**src/rtl/fta_pkg.sv**
```systemverilog
package fta_pkg;

  // True when candidate A is ordered ahead of candidate B:
  // longer waiting time first, then fewer hops, then smaller identifier.
  function automatic logic ahead_of(
    input logic [31:0] age_a,
    input logic [31:0] hop_a,
    input logic [31:0] nid_a,
    input logic [31:0] age_b,
    input logic [31:0] hop_b,
    input logic [31:0] nid_b
  );
    if (age_a != age_b) return age_a > age_b;
    if (hop_a != hop_b) return hop_a < hop_b;
    return nid_a < nid_b;
  endfunction

endpackage

```
**src/rtl/fta_age_track.sv**
```systemverilog
module fta_age_track #(
  parameter int N_NODES = 8,
  parameter int AGE_W   = 8
) (
  input  logic                     clk,
  input  logic                     rst,
  input  logic [N_NODES-1:0]       req,
  input  logic [N_NODES-1:0]       owner_mask,
  input  logic [N_NODES-1:0]       grant_now,
  output logic [N_NODES*AGE_W-1:0] ages
);

  localparam logic [AGE_W-1:0] AGE_MAX = '1;

  for (genvar g = 0; g < N_NODES; g++) begin : g_slot
    logic [AGE_W-1:0] age_q;

    always_ff @(posedge clk) begin
      if (rst) begin
        age_q <= '0;
      end else if (!req[g] || owner_mask[g] || grant_now[g]) begin
        age_q <= '0;
      end else if (age_q != AGE_MAX) begin
        age_q <= age_q + 1'b1;
      end
    end

    assign ages[g*AGE_W +: AGE_W] = age_q;
  end

endmodule

```
**src/rtl/fta_pick.sv**
```systemverilog
module fta_pick #(
  parameter int N_NODES = 8,
  parameter int AGE_W   = 8,
  parameter int DEPTH_W = 4,
  parameter int ID_W    = 6,
  localparam int IDX_W  = $clog2(N_NODES)
) (
  input  logic [N_NODES-1:0]         elig,
  input  logic [N_NODES*AGE_W-1:0]   ages,
  input  logic [N_NODES*DEPTH_W-1:0] depth,
  input  logic [N_NODES*ID_W-1:0]    node_id,
  output logic                       found,
  output logic [IDX_W-1:0]           win_idx,
  output logic [ID_W-1:0]            win_id
);

  logic [AGE_W-1:0]   age_a [N_NODES];
  logic [DEPTH_W-1:0] hop_a [N_NODES];
  logic [ID_W-1:0]    nid_a [N_NODES];

  for (genvar g = 0; g < N_NODES; g++) begin : g_unpack
    assign age_a[g] = ages[g*AGE_W +: AGE_W];
    assign hop_a[g] = depth[g*DEPTH_W +: DEPTH_W];
    assign nid_a[g] = node_id[g*ID_W +: ID_W];
  end

  always_comb begin
    found   = 1'b0;
    win_idx = '0;
    for (int i = 0; i < N_NODES; i++) begin
      if (elig[i] && (!found || fta_pkg::ahead_of(
            32'(age_a[i]), 32'(hop_a[i]), 32'(nid_a[i]),
            32'(age_a[win_idx]), 32'(hop_a[win_idx]), 32'(nid_a[win_idx])))) begin
        found   = 1'b1;
        win_idx = IDX_W'(i);
      end
    end
    win_id = nid_a[win_idx];
  end

endmodule

```
**src/rtl/fta_fair_ctrl.sv**
```systemverilog
module fta_fair_ctrl #(
  parameter int N_NODES = 8,
  parameter int RATIO   = 3,
  localparam int CNT_W  = $clog2(RATIO + 1)
) (
  input  logic               clk,
  input  logic               rst,
  input  logic [N_NODES-1:0] req,
  input  logic [N_NODES-1:0] urgent,
  input  logic               idle,
  input  logic               grant_fire,
  input  logic [N_NODES-1:0] grant_mask,
  output logic [N_NODES-1:0] elig,
  output logic               restart
);

  localparam logic [CNT_W-1:0] CNT_CAP = CNT_W'(RATIO);

  logic [N_NODES-1:0] perm_q;
  logic [CNT_W-1:0]   ucnt_q;
  logic               normal_wait;
  logic               urgent_ok;
  logic               grant_is_urgent;

  assign normal_wait     = |(req & perm_q & ~urgent);
  assign urgent_ok       = (ucnt_q < CNT_CAP) || !normal_wait;
  assign elig            = req & (perm_q | (urgent & {N_NODES{urgent_ok}}));
  assign restart         = idle && !(&perm_q) && !(|(req & perm_q));
  assign grant_is_urgent = |(grant_mask & urgent);

  always_ff @(posedge clk) begin
    if (rst) begin
      perm_q <= '1;
    end else if (restart) begin
      perm_q <= '1;
    end else if (grant_fire) begin
      perm_q <= perm_q & ~grant_mask;
    end
  end

  always_ff @(posedge clk) begin
    if (rst) begin
      ucnt_q <= '0;
    end else if (grant_fire) begin
      if (!grant_is_urgent) begin
        ucnt_q <= '0;
      end else if (ucnt_q != CNT_CAP) begin
        ucnt_q <= ucnt_q + 1'b1;
      end
    end
  end

endmodule

```
**src/rtl/fair_tree_arbiter.sv**
```systemverilog
module fair_tree_arbiter #(
  parameter int N_NODES = 8,
  parameter int DEPTH_W = 4,
  parameter int ID_W    = 6,
  parameter int AGE_W   = 8,
  parameter int RATIO   = 3
) (
  input  logic                       clk,
  input  logic                       rst,
  input  logic [N_NODES-1:0]         req_i,
  input  logic [N_NODES-1:0]         release_i,
  input  logic [N_NODES-1:0]         urgent_i,
  input  logic [N_NODES*DEPTH_W-1:0] depth_i,
  input  logic [N_NODES*ID_W-1:0]    node_id_i,
  output logic [N_NODES-1:0]         grant_o,
  output logic [ID_W-1:0]            grant_id_o,
  output logic                       interval_start_o
);

  localparam int IDX_W = $clog2(N_NODES);

  logic [N_NODES-1:0]       grant_q;
  logic [ID_W-1:0]          gid_q;
  logic                     start_q;
  logic                     idle;
  logic                     rel_hit;
  logic                     restart;
  logic                     found;
  logic                     grant_fire;
  logic [IDX_W-1:0]         win_idx;
  logic [ID_W-1:0]          win_id;
  logic [N_NODES-1:0]       win_mask;
  logic [N_NODES-1:0]       grant_now;
  logic [N_NODES-1:0]       elig;
  logic [N_NODES*AGE_W-1:0] ages;

  assign idle       = !(|grant_q);
  assign rel_hit    = |(release_i & grant_q);
  assign grant_fire = idle && !restart && found;
  assign win_mask   = N_NODES'(1) << win_idx;
  assign grant_now  = grant_fire ? win_mask : '0;

  fta_age_track #(
    .N_NODES (N_NODES),
    .AGE_W   (AGE_W)
  ) u_age (
    .clk        (clk),
    .rst        (rst),
    .req        (req_i),
    .owner_mask (grant_q),
    .grant_now  (grant_now),
    .ages       (ages)
  );

  fta_fair_ctrl #(
    .N_NODES (N_NODES),
    .RATIO   (RATIO)
  ) u_fair (
    .clk        (clk),
    .rst        (rst),
    .req        (req_i),
    .urgent     (urgent_i),
    .idle       (idle),
    .grant_fire (grant_fire),
    .grant_mask (win_mask),
    .elig       (elig),
    .restart    (restart)
  );

  fta_pick #(
    .N_NODES (N_NODES),
    .AGE_W   (AGE_W),
    .DEPTH_W (DEPTH_W),
    .ID_W    (ID_W)
  ) u_pick (
    .elig    (elig),
    .ages    (ages),
    .depth   (depth_i),
    .node_id (node_id_i),
    .found   (found),
    .win_idx (win_idx),
    .win_id  (win_id)
  );

  always_ff @(posedge clk) begin
    if (rst) begin
      grant_q <= '0;
      gid_q   <= '0;
      start_q <= 1'b0;
    end else begin
      start_q <= restart;
      if (rel_hit) begin
        grant_q <= '0;
        gid_q   <= '0;
      end else if (grant_fire) begin
        grant_q <= win_mask;
        gid_q   <= win_id;
      end
    end
  end

  assign grant_o          = grant_q;
  assign grant_id_o       = gid_q;
  assign interval_start_o = start_q;

endmodule

```
**config.mk**
```make
export PLATFORM = sky130hd
export DESIGN_NAME = fair_tree_arbiter
export DESIGN_NICKNAME = d
export VERILOG_FILES = /design/src/rtl/fta_pkg.sv /design/src/rtl/fta_age_track.sv /design/src/rtl/fta_pick.sv /design/src/rtl/fta_fair_ctrl.sv /design/src/rtl/fair_tree_arbiter.sv
export SDC_FILE = /design/constraint.sdc
export NUM_CORES = 1
export LEC_CHECK = 0
export ABC_AREA = 1
export ABC_CLOCK_PERIOD_IN_PS = 18200
export BUFFER_PORTS_ARGS = -buffer_cell sky130_fd_sc_hd__buf_2
export CAP_MARGIN = 5
export CORE_ASPECT_RATIO = 1.2
export CORE_MARGIN = 2
export CORE_UTILIZATION = 56
export DETAILED_ROUTE_END_ITERATION = 8
export PLACE_DENSITY = 0.9
export SLEW_MARGIN = 15
export SYNTH_ARGS = -nofsm -noshare
export SYNTH_HDL_FRONTEND = slang
export SYNTH_HIERARCHICAL = 1
export SYNTH_SLANG_ARGS = --single-unit
```
**constraint.sdc**
```tcl
create_clock -name clk -period 18.2 [get_ports clk]
set_input_delay 5.46 -clock clk [delete_from_list [all_inputs] [get_ports clk]]
set_output_delay 5.46 -clock clk [all_outputs]
set_load 0.01 [all_outputs]
```
==> results of run 1 <==
==> cell usage after synthesis (4+ instances only) <==
library cell and instances:
o21ai_0 148, clkinv_1 6, ha_1 128, nand3b_1 6
buf_2 8, a31oi_1 16, nor3_2 5, nor2_1 254
o22ai_1 14, a21oi_1 145, nand2_4 8, a2111oi_0 6
nor3_1 12, nand2_2 27, inv_1 260, nand2_1 498
o2111ai_1 5, buf_1 4, nand3_2 10, buf_6 5
o31ai_1 9, inv_2 12, nand4_1 16, nor3_4 5
o221ai_1 4, o311ai_0 8, clkbuf_1 46, o21ai_1 20
nor2_2 10, o211ai_1 37, nand3_1 150, a211oi_1 10
dfxtp_1 89
==> layer usage <==
metal	track usage (%)	GRT overflow
met4	56.8	0
met1	63.6	0
met3	49.5	0
met2	81.0	2
met5	21.5	0
==> through the flow <==
step	hold slack [ns]	utilization, %	instances
detailed placement	0.467	71.1	2590
floorplan	0.456	-	2001
global placement	0.460	71.1	2590
CTS	0.499	78.1	2657
==> kinds of logic after synthesis <==
family / Yosys count
xor+xnor: 2
fa+ha+maj: 128
simple gates: 1004
compound gates: 434
buf+inv: 344
flops: 89
==> timing repair <==
| action | CTS |
|---|---|
| resized for setup | 186 |
| setup endpoints to repair | 88 |
| buffers inserted | 44 |
| pin swaps | 78 |
| cloned | 7 |
==> results.yml, run 1 <==
outcome:
  outcome: "aborted with a tool error"
  lastStage: "global routing (5_1_grt)"
  stop_error: "[ERROR GRT-0116] Global routing finished with congestion. Check the congestion regions in the DRC Viewer."
synthesis:
  synth_seq_cells: 89
  syn_avg_cell_area_um2: 5.81
  synthAdderAreaFrac_pct: 13.8
  netlist_area_um2: 11600
  synth_edf_count: 0
  synth_mux_area_share_pct: 0
  ys_seq_area_share_pct: 15.3
  synth_area_leaders: "nand2_1 (16%), dfxtp_1 (15%), ha_1 (14%)"
  yosys.area_share.simple_pct: 37.6
  yosysTopAreaCell: "nand2_1"
  ys.flop_type: "dfxtp_1"
  synth_cells: 2001
  synth_xor_area_share_pct: 0.151
  synth_top_family_by_area: "simple AND/OR/NAND/NOR gates"
  yosys.area.top_type_share_pct: 16.1
  syn-num-nets: 2235
  synthArstFlopShare_pct: 0
  yosysUniqueCellTypes: 45
  synth_compound_area_share_pct: 21.5
  yosysWarnings: 6
die:
  start_util_pct: 57.2
  die_width_um: 135
  die_y_um: 162
  num_rows: 57
  ios: 121
placement:
  place_ws_ns: -1.77
  io_buffers: 120
  placed_area_um2: 14400
  gp_congestion: 1.15
  hpwlAfterDp_mm: 35.6
cts:
  htree_levels: 3
  ctsHoldBuffers: 0
  clock_path_buffers: 2
  ctsRootBufferMaster: "clkbuf_16"
  cts_inserted_buffers: 9
  numClockSinks: 89
global_route:
  grt_pass1_vias: 19500
  grt_max_degree: 41
  grt_pass1_wl_mm: 107
  gr-total-overflow: 2
  grt_use_total_pct: 63.5
==> run 2, diff against run 1 <==
ABC_CLOCK_PERIOD_IN_PS = 23700   (was 18200)
CORE_ASPECT_RATIO = unset   (was 1.2)
CORE_UTILIZATION = 40   (was 56)
PLACE_DENSITY = unset   (was 0.9)
PLACE_DENSITY_LB_ADDON = 0.15   (was unset)
clock period = 23.7 ns   (was 18.2 ns; I/O delays follow)
==> results.yml, run 2 <==
synthesis:
  synth_seq_cells: 89
  yosys.area.top_type_share_pct: 16.1
  synth_most_common_cell: "nand2_1"
  ys_seq_area_share_pct: 15.3
  synthArstFlopShare_pct: 0
  synth_cells: 2001
  synth_edf_count: 0
  yosysTopAreaCell: "nand2_1"
  syn_avg_cell_area_um2: 5.81
  ys.flop_type: "dfxtp_1"
  synthTopCellsByCount: "nand2_1 (498), inv_1 (260), nor2_1 (254)"
  netlist_area_um2: 11600
  yosysUniqueCellTypes: 45
  syn-num-nets: 2235
  yosysWarnings: 6
  synth_area_leaders: "nand2_1 (16%), dfxtp_1 (15%), ha_1 (14%)"
cts:
  cts.reportedPaths.clkPinSlew_ns: 0.07
  clk-insertion-delay-late_ns: 0.37
  clock_path_buffers: 2
  htree_levels: 3
  cts_tree: "built"
  numClockSinks: 89
  cts_inserted_buffers: 9
  ctsHoldBuffers: 0
  ctsRootBufferMaster: "clkbuf_16"
critical_path:
  cp_slowest_cell: "ha_1"
  r2r_start: "u_age/g_slot[0].age_q[7]$_SDFFE_PP0P_"
  crit_arrival_ns: 22.60
  end_kind: "register"
  cpPeakStageDelay_ns: 0.35
  r2r_slack_ns: 7.62
  critical_path_class: "primary input to register"
  crit_fanout: 47
  critPathRequiredTime_ns: 23.95
  cp_common_cell: "nand2_1"
  reg2reg_depth: 107
  r2r-end: "u_age/g_slot[1].age_q[2]$_SDFFE_PP0P_"
  cp-start-kind: "primary input"
final_layout:
  regMostFlops: "u_age/g_slot.age_q"
  multi_input_area_um2: 8550
  seqCellArea_um2: 1780
  fin_area_um2: 13100
  most-common-layout-cells: "nand2_1 (497), inv_1 (254), nor2_1 (253)"
  largest_reg_flops: 64
  area_delta_synth_final_pct: 12.9
  finish.utilization_pct: 45.8
  n_antenna_cell: 0
  final_common_cell: "nand2_1"
  layout.nets: 2338
  nFillCells: 3085
  layout-drive-gt1-share_pct: 12.9
global_route:
  grt_pass1_vias: 13100
  antenna_found_initial: 0
  grt_use_total_pct: 30.3
  gr-total-overflow: 0
  grt_pass1_wl_mm: 72.0
  grt_max_degree: 66
detailed_routing:
  ant_nets: 0
  met3WireLength_mm: 3.27
  drt_iter0_markers: 1515
  dr_wl_met2_mm: 20.7
  drt-pass1-iter-count: 8
  drt-total-wl_mm: 46.4
  routedWlPerCell_um: 18.6
  top_layer_used: "met4"
  vias: 13900
  wl_met1_mm: 19.8
  vias_per_cell: 5.56
  drc: 0
placement:
  gp_congestion: 0.991
  hpwlAfterDp_mm: 37.0
  io_buffers: 120
  placed_area_um2: 12600
sta:
  fin_hold_ws_ns: 0.480
  fin_skew_ns: 0.0107
  tightestPinTransition_ns: 0.585
  rsz0062_at_grt: "false"
  fmax_mhz: 44.8
  fin_crit_sh_pct: 94.3
  fin_setup_tns_ns: 0
  maxSlewHeadroom_pct: 60.9
  setup_viol: 0
  period_minus_slack_ns: 22.34
  hold_viol: 0
  maxSlewViolCount: 0
worst_hold_path:
  hold_end: "grant_id_o[4]$_SDFFE_PP0P_"
  worstHoldStart: "grant_id_o[4]$_SDFFE_PP0P_"
  hold_depth: 2
  worstHoldPathType: "register to register"
die:
  ios: 121
  die_y_um: 174
  start_util_pct: 40.6
  num_rows: 62
  die_width_um: 174
  core_um2: 28600
  die-area_um2: 30400
flow_run:
  drv_cap: 0
outcome:
  outcome: "complete, no violations"
run 2: metrics by stage:
stage | cells | setup WS, ns
floorplan | 2001 | 2.79
CTS | 2481 | 0.515
global route | 2493 | 0.0163
global placement | 2465 | 0.230
detailed placement | 2465 | 0.224
finish | 2493 | 1.36
run 2: worst max-delay path by stage:
stage,from,to,slack (ns),cells after the start
2_1_floorplan,depth_i[3],u_age/g_slot[3].age_q[6]$_SDFFE_PP0P_,2.79,116
3_5_place_dp,depth_i[2],u_age/g_slot[1].age_q[2]$_SDFFE_PP0P_,0.22,105
6_report,depth_i[2],u_age/g_slot[1].age_q[2]$_SDFFE_PP0P_,1.36,110
3_3_place_gp,depth_i[2],u_age/g_slot[1].age_q[2]$_SDFFE_PP0P_,0.23,105
4_1_cts,depth_i[2],u_age/g_slot[1].age_q[2]$_SDFFE_PP0P_,0.51,105
5_1_grt,depth_i[2],u_age/g_slot[1].age_q[2]$_SDFFE_PP0P_,0.02,114
run 2: kinds of logic (layout without fill, tap and decap cells):
kind of cell | after synthesis | after routing | synth area share, %
XOR/XNOR | 2 | 2 | 0.151
flip-flops | 89 | 89 | 15.3
buffers and inverters | 344 | 452 | 11.6
AO/OA/AOI/OAI | 434 | 434 | 21.5
AND/OR/NAND/NOR | 1004 | 1004 | 37.6
adder cells (fa/ha/maj) | 128 | 128 | 13.8
run 2: final cells by class:
cell class              count  share of cell area [%]
repair buffers            157                    7.13
flip-flops and latches     89                    13.6
clock buffers              10                    1.82
clock inverters             6                   0.420
multi-input cells        1568                    65.2
repair inverters            1                  0.0572
inverters                 278                    8.12
well taps                 384                    3.66
run 2: layer usage:
| layer | global-route usage (%) | vias to the layer above |
|---|---|---|
| met1 | 38.4 | 6217 |
| met2 | 49.6 | 628 |
| li1 | - | 6867 |
| met4 | 16.8 | 0 |
| met5 | 0 | - |
| met3 | 4.09 | 147 |
run 2: critical path: cells and delay by family:
kind,cells,cell delay [ns]
adder cells (fa/ha/maj),7,2.06
buffers and inverters,21,3.08
AND/OR/NAND/NOR,58,5.89
AO/OA/AOI/OAI,24,4.40
run 2: timing repair:
| item | in CTS | in global routing |
|---|---|---|
| setup endpoints to repair | 0 | 88 |
| gates resized for setup | 0 | 39 |
| endpoints found under the hold margin | 0 | 0 |
| setup buffers | 0 | 11 |
Power of run 2 is not shown: default switching activity piles up to over one toggle a cycle in this logic, so the estimate is an artifact.
==> run 3, diff against run 2 <==
CTS_BUF_LIST = sky130_fd_sc_hd__clkbuf_4 sky130_fd_sc_hd__clkbuf_8   (was unset)
RECOVER_POWER = 25   (was unset)
==> results.yml, run 3 (same netlist as run 2, synthesis figures left out) <==
cts:
  cts_tree: "built"
  clock_path_buffers: 2
  clk-insertion-delay-late_ns: 0.41
  htree_levels: 3
  cts.reportedPaths.clkPinSlew_ns: 0.10
  cts_inserted_buffers: 9
  ctsRootBufferMaster: "clkbuf_8"
  numClockSinks: 89
sta:
  hold_viol: 0
  fin_skew_ns: 0.0208
  fin_crit_sh_pct: 94.1
  fin_hold_ws_ns: 0.496
  maxSlewHeadroom_pct: 60.0
  fmax_mhz: 44.8
  period_minus_slack_ns: 22.31
  fin_setup_tns_ns: 0
  tightestPinTransition_ns: 0.598
  maxSlewViolCount: 0
  setup_viol: 0
final_layout:
  n_antenna_cell: 0
  fin_area_um2: 13000
  layout.nets: 2337
  largest_reg_flops: 64
  regMostFlops: "u_age/g_slot.age_q"
  seqCellArea_um2: 1780
  nFillCells: 3102
  final_common_cell: "nand2_1"
  area_delta_synth_final_pct: 11.6
  layout-drive-gt1-share_pct: 12.1
  multi_input_area_um2: 8550
  most-common-layout-cells: "nand2_1 (497), inv_1 (255), nor2_1 (253)"
global_route:
  grt_pass1_wl_mm: 72.1
  gr-total-overflow: 0
  grt_pass1_vias: 13100
  grt_use_total_pct: 30.3
  grt_max_degree: 66
  antenna_found_initial: 0
critical_path:
  crit_arrival_ns: 22.60
  cpPeakStageDelay_ns: 0.42
  path_delay_family: "simple AND/OR/NAND/NOR gates"
  cp-start-kind: "primary input"
  cp_common_cell: "nand2_1"
  crit_fanout: 47
  critPathRequiredTime_ns: 23.99
  critical_path_class: "primary input to register"
  cp_slowest_cell: "a211oi_1"
  end_kind: "register"
  worst-path-buf-inv: 22
die:
  num_rows: 62
  die_y_um: 174
  ios: 121
  core_um2: 28600
  die_width_um: 174
  start_util_pct: 40.6
  die-area_um2: 30400
placement:
  placed_area_um2: 12600
  hpwlAfterDp_mm: 37.0
  io_buffers: 120
  gp_congestion: 0.991
detailed_routing:
  drt-pass1-iter-count: 5
  vias_per_cell: 5.56
  drt-total-wl_mm: 46.4
  ant_nets: 0
  drc: 0
  drt_iter0_markers: 1396
  vias: 13900
  routedWlPerCell_um: 18.6
worst_hold_path:
  worstHoldPathType: "register to register"
flow_run:
  drv_cap: 0
outcome:
  outcome: "complete, no violations"
run 3: repair_timing:
action	4_1_cts	5_1_grt
setup endpoints to repair	0	88
hold buffers	0	0
gates resized for setup	0	38
buffers inserted	0	10
run 3: worst paths after layout:
check,from,endpoint,slack [ns],depth (start not counted)
max,depth_i[2],u_age/g_slot[1].age_q[2]$_SDFFE_PP0P_,1.39,112
min,grant_id_o[4]$_SDFFE_PP0P_,grant_id_o[4]$_SDFFE_PP0P_,0.50,2
max reg2reg,u_age/g_slot[0].age_q[7]$_SDFFE_PP0P_,u_age/g_slot[1].age_q[2]$_SDFFE_PP0P_,7.61,109
min reg2reg,grant_id_o[4]$_SDFFE_PP0P_,grant_id_o[4]$_SDFFE_PP0P_,0.50,2
run 3: per-stage QoR:
| stage | std cells | worst slack [ns] | util [%] |
|---|---|---|---|
| floorplan | 2001 | 2.79 | - |
| global placement | 2465 | 0.230 | 44.0 |
| detailed placement | 2465 | 0.224 | 44.0 |
| CTS | 2481 | 0.569 | 44.6 |
| global route | 2492 | -0.0252 | 45.3 |
| finish | 2492 | 1.39 | 45.3 |
run 3: layout make-up:
cell class / instances / area share [%]
repair inverters: 1 / 0.0579
multi-input cells: 1568 / 65.9
clock buffers: 10 / 1.06
flip-flops and latches: 89 / 13.7
clock inverters: 6 / 0.424
well taps: 384 / 3.70
repair buffers: 156 / 6.91
inverters: 278 / 8.21
run 3: routing by layer:
| metal | global-route usage [%] | wire length [um] | part of all wire (%) |
|---|---|---|---|
| met1 | 38.4 | 19800 | 43 |
| met2 | 50.0 | 20900 | 45 |
| met3 | 4.35 | 3280 | 7.1 |
| met4 | 15.3 | 2430 | 5.2 |
| met5 | 0 | 0 | 0 |
run 3: worst register-to-register path, delay by kind of cell (launching register included):
| kind | cells | cell delay, ns |
|---|---|---|
| AND/OR/NAND/NOR | 58 | 6.06 |
| AO/OA/AOI/OAI | 22 | 4.13 |
| buffers and inverters | 22 | 3.22 |
| adder cells (fa/ha/maj) | 7 | 1.94 |
| flip-flops | 1 | 0.61 |
Power of run 3 is left out for the same reason.
==> run 4, diff against run 3 <==
GPL_TIMING_DRIVEN = 0   (was unset)
PLACE_DENSITY_LB_ADDON = unset   (was 0.15)
==> results.yml, run 4 (same netlist as run 2, synthesis figures left out) <==
outcome:
  outcome: "complete, no violations"
final_layout:
  final_common_cell: "nand2_1"
  regMostFlops: "u_age/g_slot.age_q"
  layout-drive-gt1-share_pct: 14.2
  largest_reg_flops: 64
  layout.nets: 2376
  fin_area_um2: 13300
  most-common-layout-cells: "nand2_1 (498), inv_1 (253), nor2_1 (249)"
  n_antenna_cell: 0
  area_delta_synth_final_pct: 14.7
cts:
  ctsRootBufferMaster: "clkbuf_8"
  htree_levels: 3
  clock_path_buffers: 2
  numClockSinks: 89
  cts_tree: "built"
  ctsHoldBuffers: 0
  cts.reportedPaths.clkPinSlew_ns: 0.09
  clk-insertion-delay-late_ns: 0.40
  cts_inserted_buffers: 9
global_route:
  grt_pass1_vias: 13400
  grt_use_total_pct: 32.6
  gr-total-overflow: 0
  antenna_found_initial: 0
  grt_max_degree: 16
  grt_pass1_wl_mm: 76.1
sta:
  fmax_mhz: 44.3
  fin_skew_ns: 0.0110
  fin_setup_tns_ns: 0
  tightestPinTransition_ns: 0.638
  setup_viol: 0
  maxSlewViolCount: 0
  maxSlewHeadroom_pct: 57.0
  fin_crit_sh_pct: 95.1
  period_minus_slack_ns: 22.55
  hold_viol: 0
critical_path:
  crit_arrival_ns: 22.88
  cp-startpoint: "depth_i[2]"
  cp_common_cell: "nand2_1"
  cp-start-kind: "primary input"
  crit_fanout: 13
  r2r_start: "u_age/g_slot[0].age_q[7]$_SDFFE_PP0P_"
  end_kind: "register"
  critPathRequiredTime_ns: 24.03
  cp_slowest_cell: "clkbuf_1"
  critical_path_class: "primary input to register"
  cpPeakStageDelay_ns: 0.52
worst_hold_path:
  worstHoldPathType: "register to register"
  worstHoldStart: "grant_id_o[5]$_SDFFE_PP0P_"
detailed_routing:
  drc: 0
  routedWlPerCell_um: 19.9
  ant_nets: 0
  vias_per_cell: 5.68
  drt_iter0_markers: 1437
  drt-total-wl_mm: 50.4
  drt-pass1-iter-count: 6
  vias: 14400
placement:
  placed_area_um2: 12700
  io_buffers: 120
  hpwlAfterDp_mm: 41.2
  gp_congestion: 0.994
flow_run:
  drv_cap: 0
die:
  ios: 121
  start_util_pct: 40.6
  die-area_um2: 30400
  die_width_um: 174
  num_rows: 62
  core_um2: 28600
  die_y_um: 174
run 4: area by class of cell:
type                    instances  area [um^2]
flip-flops and latches         89         1780
well taps                     384          480
fillers                      3188        15300
inverters                     278         1070
clock inverters                 6         90.1
plain buffers                  64          425
repair buffers                132          722
multi-input cells            1568         8620
clock buffers                  10          138
run 4: through the flow:
stage	std cells	hold WS [ns]	utilization [%]	setup slack [ns]
floorplan	2001	0.456	-	2.79
global placement	2505	0.466	44.4	-2.42
detailed placement	2505	0.473	44.4	-2.51
CTS	2521	0.497	45.5	0.0176
global route	2531	0.526	46.6	-0.00790
finish	2531	0.495	46.6	1.15
run 4: per-layer routing:
metal / share of wire (%) / track usage, %
met1: 42 / 40.6
met4: 6.5 / 20.2
met3: 7.5 / 4.44
met5: 0 / 0
met2: 44 / 53.3
run 4: path summary, 6_finish.rpt:
path	endpoint	slack [ns]	cells past startpoint
worst min register to register	grant_id_o[5]$_SDFFE_PP0P_	0.50	2
worst min-delay path	grant_id_o[5]$_SDFFE_PP0P_	0.50	2
worst max-delay path	u_age/g_slot[1].age_q[1]$_SDFFE_PP0P_	1.15	109
worst max register to register	u_age/g_slot[1].age_q[1]$_SDFFE_PP0P_	7.34	106
run 4: worst max-delay path: cells and delay by family:
family	cells	cell delay, ns
simple gates	51	5.21
compound gates	27	4.43
buf+inv	24	3.91
fa+ha+maj	7	2.14
run 4: repair_timing:
action	4_1_cts	5_1_grt
endpoints found under the setup margin	88	88
hold endpoints to repair	0	0
buffers inserted	1	11
pin swaps	2	6
gates resized for setup	51	112
Power of run 4 is left out for the same reason.
